## config.mk

```make
export PLATFORM = sky130hd
export DESIGN_NAME = irq_entry_ctrl
export DESIGN_NICKNAME = d
export VERILOG_FILES = /design/src/rtl/irq_entry_pkg.sv /design/src/rtl/irq_pick.sv /design/src/rtl/irq_entry_seq.sv /design/src/rtl/irq_ctx_save.sv /design/src/rtl/irq_entry_ctrl.sv
export SDC_FILE = /design/constraint.sdc
export NUM_CORES = 1
export LEC_CHECK = 0
export ABC_CLOCK_PERIOD_IN_PS = 1400
export BUFFER_PORTS_ARGS = -buffer_cell sky130_fd_sc_hd__buf_2
export CELL_PAD_IN_SITES_DETAIL_PLACEMENT = 1
export CELL_PAD_IN_SITES_GLOBAL_PLACEMENT = 1
export CORE_MARGIN = 4
export CORE_UTILIZATION = 27
export CTS_CLUSTER_SIZE = 30
export DETAILED_ROUTE_END_ITERATION = 12
export GPL_TIMING_DRIVEN = 0
export PLACE_DENSITY_LB_ADDON = 0.2
export SLEW_MARGIN = 20
export SYNTH_ARGS = -nofsm -noshare
export SYNTH_HDL_FRONTEND = slang
export SYNTH_SLANG_ARGS = --single-unit
```

## constraint.sdc

```tcl
create_clock -name clk -period 1.4 [get_ports clk]
set_input_delay 0.28 -clock clk [delete_from_list [all_inputs] [get_ports clk]]
set_output_delay 0.28 -clock clk [all_outputs]
set_load 0.02 [all_outputs]
```

## src/rtl/irq_entry_pkg.sv

```systemverilog
package irq_entry_pkg;

    typedef enum logic [1:0] {
        ENT_IDLE  = 2'd0,
        ENT_ABORT = 2'd1,
        ENT_LOAD  = 2'd2
    } ent_state_e;

    typedef struct packed {
        logic squash;
        logic vec_rd;
        logic pc_load;
        logic save;
    } ent_ctl_t;

    function automatic ent_ctl_t ctl_of(input ent_state_e st);
        ent_ctl_t c;
        c = '0;
        case (st)
            ENT_ABORT: begin
                c.squash = 1'b1;
                c.vec_rd = 1'b1;
                c.save   = 1'b1;
            end
            ENT_LOAD: begin
                c.squash  = 1'b1;
                c.pc_load = 1'b1;
            end
            default: c = '0;
        endcase
        return c;
    endfunction

endpackage

```

## src/rtl/irq_pick.sv

```systemverilog
module irq_pick #(
    parameter int NUM_SRC = 8,
    parameter int IDX_W   = $clog2(NUM_SRC)
) (
    input  logic [NUM_SRC-1:0] req,
    output logic               any,
    output logic [IDX_W-1:0]   idx
);
    always_comb begin
        any = |req;
        idx = '0;
        for (int i = NUM_SRC - 1; i >= 0; i--) begin
            if (req[i]) idx = IDX_W'(i);
        end
    end
endmodule

```

## src/rtl/irq_entry_seq.sv

```systemverilog
module irq_entry_seq
    import irq_entry_pkg::*;
#(
    parameter int IDX_W = 3
) (
    input  logic             clk,
    input  logic             rst,
    input  logic             take,
    input  logic [IDX_W-1:0] pick_idx,
    output ent_state_e       state,
    output logic [IDX_W-1:0] src
);
    always_ff @(posedge clk) begin
        if (rst) begin
            state <= ENT_IDLE;
            src   <= '0;
        end else begin
            case (state)
                ENT_IDLE: begin
                    if (take) begin
                        state <= ENT_ABORT;
                        src   <= pick_idx;
                    end
                end
                ENT_ABORT: state <= ENT_LOAD;
                ENT_LOAD:  state <= ENT_IDLE;
                default:   state <= ENT_IDLE;
            endcase
        end
    end
endmodule

```

## src/rtl/irq_ctx_save.sv

```systemverilog
module irq_ctx_save #(
    parameter int               PC_W    = 16,
    parameter int               PSW_W   = 16,
    parameter int               GIE_BIT = 0,
    parameter logic [PSW_W-1:0] PSW_RST = '0
) (
    input  logic             clk,
    input  logic             rst,
    input  logic             save,
    input  logic [PC_W-1:0]  pc_decode,
    input  logic             psw_wr_en,
    input  logic [PSW_W-1:0] psw_wr_data,
    output logic [PSW_W-1:0] psw,
    output logic [PC_W-1:0]  ret_pc,
    output logic [PSW_W-1:0] saved_psw
);
    localparam logic [PSW_W-1:0] GIE_MASK = PSW_W'(1) << GIE_BIT;

    logic [PSW_W-1:0] psw_next;

    always_comb begin
        psw_next = psw_wr_en ? psw_wr_data : psw;
    end

    always_ff @(posedge clk) begin
        if (rst) begin
            psw       <= PSW_RST;
            ret_pc    <= '0;
            saved_psw <= '0;
        end else if (save) begin
            ret_pc    <= pc_decode;
            saved_psw <= psw_next;
            psw       <= psw_next & ~GIE_MASK;
        end else begin
            psw <= psw_next;
        end
    end
endmodule

```

## src/rtl/irq_entry_ctrl.sv

```systemverilog
module irq_entry_ctrl
    import irq_entry_pkg::*;
#(
    parameter int NUM_SRC = 8,
    parameter int PC_W    = 16,
    parameter int PSW_W   = 16,
    parameter int GIE_BIT = 0,
    parameter int IDX_W   = $clog2(NUM_SRC)
) (
    input  logic               clk,
    input  logic               rst,
    input  logic [NUM_SRC-1:0] irq_req,
    input  logic [PC_W-1:0]    pc_decode,
    input  logic               psw_wr_en,
    input  logic [PSW_W-1:0]   psw_wr_data,
    output logic               vec_rd_en,
    output logic [IDX_W-1:0]   vec_rd_idx,
    input  logic [PC_W-1:0]    vec_rd_data,
    output logic               flush_fetch,
    output logic               flush_decode,
    output logic               pc_load_en,
    output logic [PC_W-1:0]    pc_load_val,
    output logic [NUM_SRC-1:0] irq_ack,
    output logic [PSW_W-1:0]   psw,
    output logic [PC_W-1:0]    ret_pc,
    output logic [PSW_W-1:0]   saved_psw
);
    logic             req_any;
    logic [IDX_W-1:0] req_idx;
    ent_state_e       state;
    logic [IDX_W-1:0] src;
    ent_ctl_t         ctl;

    irq_pick #(.NUM_SRC(NUM_SRC), .IDX_W(IDX_W)) u_pick (
        .req (irq_req),
        .any (req_any),
        .idx (req_idx)
    );

    irq_entry_seq #(.IDX_W(IDX_W)) u_seq (
        .clk      (clk),
        .rst      (rst),
        .take     (req_any && psw[GIE_BIT]),
        .pick_idx (req_idx),
        .state    (state),
        .src      (src)
    );

    irq_ctx_save #(
        .PC_W    (PC_W),
        .PSW_W   (PSW_W),
        .GIE_BIT (GIE_BIT),
        .PSW_RST ('0)
    ) u_ctx (
        .clk         (clk),
        .rst         (rst),
        .save        (ctl.save),
        .pc_decode   (pc_decode),
        .psw_wr_en   (psw_wr_en),
        .psw_wr_data (psw_wr_data),
        .psw         (psw),
        .ret_pc      (ret_pc),
        .saved_psw   (saved_psw)
    );

    always_comb begin
        ctl = ctl_of(state);
    end

    assign flush_fetch  = ctl.squash;
    assign flush_decode = ctl.squash;
    assign vec_rd_en    = ctl.vec_rd;
    assign vec_rd_idx   = src;
    assign pc_load_en   = ctl.pc_load;
    assign pc_load_val  = vec_rd_data;

    for (genvar g = 0; g < NUM_SRC; g++) begin : g_ack
        assign irq_ack[g] = ctl.vec_rd && (src == IDX_W'(g));
    end
endmodule

```

==> impl_results.md, run 1 <==
- Mapped Cells: 208
- Post-route minimum period: 1.659 ns
- Hold crit path type: primary input to register
- Cell row count: 32
- DRC Markers: 0
- Area of the mapped netlist: 2163 sq um
- Outcome: complete, but fails checks
- Met1 WL: 2563 microns
- Post-synthesis sequential area ratio: 49.05%
- Top Layer Used: met4
- Max cap viols: 0
- Fill cell count: 931
- H-tree depth: 2
- I/O Buffers: 120
- Grt ovf: 0
- Final Setup Violations: 11
- PnR worst setup slack: -0.2594 ns
- Maximum VDD drop: 493.3 uV
- Yosys cell types: 27
- Vias in the first global route: 2043
- Clock Latency Late Sink: 0.30 ns
- Detail-routed net length per standard cell: 14.32 microns
- Critical Path AT: 1.38 ns
- Final Total Pwr: 3.322 mW
- Internal power: 2.318 mW
- Fin crit share: 118.5%
- Initial Utilization: 27.85%
- Cell area power density: 1046 nW/um^2
- Combinational share of power: 23.6%
- CTS sink cnt: 53
- Max transition margin: 65.23%
- Crit path max fanout: 4
- Ports: 138
- Critical path class: register to output pin
- RSZ-0062 raised after global routing: true
- Placed wire-length estimate: 4924 microns
- Die Y: 97.51 microns
- Core Area: 7767 sq um
- Post-synthesis async set-or-reset flop share: 0%
- Total wire length: 6329 microns
- Leakage: 1.599 nW
- Critical path origin: u_seq.state[1]
- Largest net degree at the start of global routing: 17
- Post-synth EDFFs: 0
- Fin. Hold Viols: 0
- Root Driver: clkbuf_8
- Via Count: 1957
- CP required: 1.12 ns
- Synth warn: 0
- Clock share of power: 25.9%
- Minimum hold slack: 0.2126 ns
- Layout Nets: 401
- DR pass1 iterations: 4
- GPL Wtd Cong: 0.7363
- CP Capture Type: output pin
- Clock buffer depth: 2
- Inserted Clock Buffers: 5
- Syn avg cell area: 10.40 sq um
- Hold Path Origin: pc_decode[8]
- Met2 WL: 3230 microns
- Final Max Tran Viols: 0
- Synth Register Bits: 53
- Most frequent cells in the layout: 112 x buf_2, 49 x dfxtp_1, 38 x nor2_1
- Die W: 97.51 microns
- Flop pwr share: 50.5%
- First-pass GRT wire length: 10240 microns
- Worst Skew: 0.009061 ns
- Layout cells sized above 1: 52.94%
- WL met3: 483 microns
- Initial drt markers: 27
- Syn nets: 270
- Startpoint Class: register
- Fmax achieved: 602.6 MHz
- Post-synth top flop: dfxtp_1
- Slew @ Worst Pin: 0.5215 ns
- P&R area growth vs syn: 46.79%
- Final core utilization: 40.88%
- R2R Path Start: u_seq.state[0]
- Failing checks: setup timing
- Drt via density: 4.428
- CTS tree: built
- Antenna viol nets, final: 0
- Initial antenna violation count: 0
- Switching power: 1.004 mW
- # diodes: 0
- DIE AREA: 9508 sq um
- GR Util All Layers: 13.17%
- Reg clk slew, reported paths: 0.09 ns
- Sw Share: 30.23%
- Most common cell after layout, fill and taps aside: buf_2
power by group through the flow:
stage	logic [mW]	registers (mW)	clock network [mW]
floorplan	0.354	1.84	0
global placement	0.749	1.71	0
detailed placement	0.762	1.71	0
CTS	0.791	1.68	0.913
global route	0.850	1.70	0.964
finish	0.783	1.68	0.861
synth_stat cells, types with 2 or more instances:
cell type / n / share of area (%)
a211oi_1: 2 / 0.69
a21oi_2: 3 / 1.2
buf_2: 5 / 1.2
buf_4: 20 / 6.9
clkbuf_1: 2 / 0.35
dfxtp_1: 53 / 49
ha_1: 3 / 1.7
inv_1: 3 / 0.52
mux2i_1: 32 / 15
nand2_1: 4 / 0.69
nand2b_1: 4 / 1.2
nor2_1: 42 / 7.3
nor2b_1: 2 / 0.58
nor3_1: 5 / 1.2
nor4_4: 2 / 2.0
o22a_1: 15 / 6.1
through the flow:
| stage | instances | worst slack (ns) | TNS [ns] | cell area [sq um] |
|---|---|---|---|---|
| after floorplan | 208 | -0.06185 | -0.06185 | 2246 |
| after global placement | 430 | -0.1841 | -1.249 | 2974 |
| after detailed placement | 430 | -0.1910 | -1.388 | 2974 |
| after CTS | 442 | -0.2836 | -2.390 | 3154 |
| after global routing | 442 | -0.3443 | -3.515 | 3176 |
| final | 442 | -0.2594 | -2.163 | 3176 |
what timing repair did:
item,in CTS,in global routing
hold endpoints to repair,0,0
buffers inserted,4,0
pin swaps,5,2
hold buffers,0,0
setup endpoints to repair,21,39
gates resized for setup,21,8
final timing paths:
| path | slack, ns | cells past startpoint | end |
|---|---|---|---|
| worst max-delay path | -0.26 | 7 | irq_ack[4] |
| worst max register to register | 0 | 6 | u_seq.src[0] |
| worst min register to register | 0.47 | 1 | u_ctx.saved_psw[2] |
| worst min-delay path | 0.21 | 3 | u_ctx.ret_pc[8] |
flip-flops by register name, indices dropped and copies added (netlist names):
name             cells
u_ctx.psw           16
u_ctx.saved_psw     16
u_seq.state          2
u_ctx.ret_pc        16
u_seq.src            3
area by class of cell:
class	count	area [sq um]	share of cell area (%)
inverter	3	11.26	0.3546
buffer	28	234.0	7.368
timing repair buffer	124	674.4	21.24
sequential	53	1066	33.57
clock inverter	2	13.76	0.4334
tap	102	127.6	4.019
clock buffer	6	72.57	2.285
multi-input combinational	124	975.9	30.73
critical path: stages (launching register included):
cell and delay, ns:
dfxtp_2 0.34, inv_2 0.07, ha_4 0.14, buf_8 0.10
buf_12 0.10, nand2_8 0.06, nor3_4 0.13, buf_6 0.14
metal layers:
metal  vias to the layer above  global-route usage [%]
li1                        957                       -
met3                         4                   4.164
met4                         0                   3.834
met1                       921                   14.83
met5                         -                       0
met2                        75                   23.67
cells by family (layout without fill, tap and decap cells):
| family | Yosys count | after routing | synth area share, % |
|---|---|---|---|
| compound gates | 28 | 28 | 10.99 |
| flops | 53 | 53 | 49.05 |
| mux | 32 | 32 | 14.81 |
| simple gates | 61 | 61 | 13.94 |
| fa+ha+maj | 3 | 3 | 1.735 |
| buf+inv | 31 | 163 | 9.485 |
Power figures use the tool's default switching activity.
==> run 2, diff against run 1 <==
ABC_CLOCK_PERIOD_IN_PS = 2000   (was 1400)
CORE_UTILIZATION = 32   (was 27)
PLACE_DENSITY_LB_ADDON = 0.05   (was 0.2)
clock period = 2 ns   (was 1.4 ns; I/O delays follow)
==> impl_results.md, run 2 (same netlist as run 1, synthesis figures left out) <==
- Core Area: 6459 sq um (-17%)
- Most common cell after layout, fill and taps aside: buf_2
- Fin. Hold Viols: 0 (unchanged)
- Hold Path Depth: 3 (unchanged)
- Antenna viol nets, final: 0 (unchanged)
- Clock buffer depth: 2 (unchanged)
- Reg2reg path depth: 6 (unchanged)
- Fin crit share: 93.69%
- RSZ-0062 raised after global routing: false
- Critical path class: register to output pin
- Grt ovf: 0 (unchanged)
- Max cap viols: 0 (unchanged)
- Largest regs: u_ctx.psw x16, u_ctx.ret_pc x16, u_ctx.saved_psw x16
- Drt via density: 4.687 (+5.9%)
- Final Setup Violations: 0 (-11)
- R2R Path Start: u_seq.state[1]
- # diodes: 0 (unchanged)
- GPL Wtd Cong: 0.7786 (+5.7%)
- Layout cells sized above 1: 50.59% (-2.3 points)
- Slew @ Worst Pin: 0.4785 ns (-0.04299 ns)
- Cell row count: 29 (-9.4%)
- Root Driver: clkbuf_8
- Initial Utilization: 33.49% (+5.6 points)
- Cell area power density: 799.5 nW/um^2 (-24%)
- CTS sink cnt: 53 (unchanged)
- Minimum hold slack: 0.3339 ns (+0.1213 ns)
- PnR worst setup slack: 0.1262 ns (+0.3856 ns)
- Vias in the first global route: 2006 (-1.8%)
- Final Max Tran Viols: 0 (unchanged)
- Reg clk slew, reported paths: 0.09 ns (about the same)
- Max transition margin: 68.10% (+2.9 points)
- Outcome: complete, no violations
- I/O Buffers: 120 (unchanged)
- First-pass GRT wire length: 9777 microns (-4.5%)
- Initial drt markers: 51 (+89%)
- Placed Cells: 405 (-5.8%)
- Dpl ws: -0.02406 ns (+0.1670 ns)
- Layout Nets: 399 (-0.50%)
- Fmax achieved: 533.7 MHz
- H-tree depth: 2 (unchanged)
- CTS tree: built
- Most frequent cells in the layout: 121 x buf_2, 52 x dfxtp_1, 40 x nor2_1
- Post-route minimum period: 1.874 ns
- P&R area growth vs syn: 41.12%
- Ports: 138 (unchanged)
- Detail-routed net length per standard cell: 14.63 microns (+2.2%)
- CP Capture Type: output pin
- Hold Path Origin: pc_decode[3]
- Inserted Clock Buffers: 5 (unchanged)
- Placed wire-length estimate: 4819 microns (-2.1%)
- Startpoint Class: register
- Clock Latency Late Sink: 0.29 ns (about the same)
- Finished Layout Cells: 415 (-6.1%)
- DRC Markers: 0 (unchanged)
- Initial antenna violation count: 0 (unchanged)
- Worst Skew: 0.002720 ns (-0.006341 ns)
- DR pass1 iterations: 4 (unchanged)
- Via Count: 1945 (-0.61%)
- Setup TNS: 0 ns (+2.163 ns)
- Leakage: 1.593 nW (-0.40%)
- GR Util All Layers: 14.68% (+1.5 points)
- Critical Path AT: 1.47 ns (+0.09 ns)
- Critical path origin: u_seq.state[1]
- Largest net degree at the start of global routing: 16 (-1)
- Maximum VDD drop: 392.3 uV (-20%)
- DIE AREA: 8140 sq um (-14%)
- Crit path max fanout: 10 (+6)
- Die Y: 90.22 microns (-7.5%)
- CP required: 1.60 ns (+0.48 ns)
- Die W: 90.22 microns (-7.5%)
- Hold crit path type: primary input to register
- Total wire length: 6073 microns (-4.0%)
## run 2: path summary, 6_finish.rpt
path                                            end  slack, ns
worst max-delay path                     irq_ack[7]       0.13
worst min-delay path                u_ctx.ret_pc[3]       0.33
worst max register to register   u_ctx.saved_psw[6]       0.41
worst min register to register  u_ctx.saved_psw[10]       0.47
## run 2: layer usage
metal  up-vias  track usage [%]  share of wire [%]
li1        951                -                  -
met1       902            18.26                 44
met2        87            23.27                 46
met3         5            6.344                9.6
met4         0            3.827               0.79
met5         -                0                  0
## run 2: stage by stage
stage | utilization (%) | area [sq um] | power, mW
final | 47.27 | 3053 | 2.441
after detailed placement | 44.36 | 2865 | 1.715
after global routing | 47.27 | 3053 | 2.576
after CTS | 46.78 | 3022 | 2.472
after floorplan | - | 2168 | 1.521
after global placement | 44.36 | 2865 | 1.710
## run 2: layout make-up
cell class / count / area [sq um]
Clock buffer: 7 / 86.33
Timing Repair Buffer: 122 / 623.1
Fill cell: 785 / 3406
Clock inverter: 1 / 30.03
Inverter: 3 / 11.26
Multi-Input combinational cell: 124 / 922.1
Tap cell: 77 / 96.34
Buffer: 28 / 221.5
Sequential cell: 53 / 1062
## run 2: worst max-delay path: stages, from the launching register on
cell and delay [ns]:
dfxtp_2 0.37, inv_2 0.06, ha_4 0.17, buf_12 0.14
buf_12 0.12, nand2_2 0.10, nor2_1 0.06, buf_2 0.15
## run 2: repair_timing
item / 4_1_cts / 5_1_grt
hold endpoints to repair: 0 / 0
buffers inserted: 0 / 2
setup endpoints to repair: 8 / 5
hold buffers: 0 / 0
resized for setup: 12 / 5
## run 2: power breakdown
group	switching, mW	internal [mW]
combinational	0.301	0.228
sequential	0.0417	1.13
clock	0.331	0.408
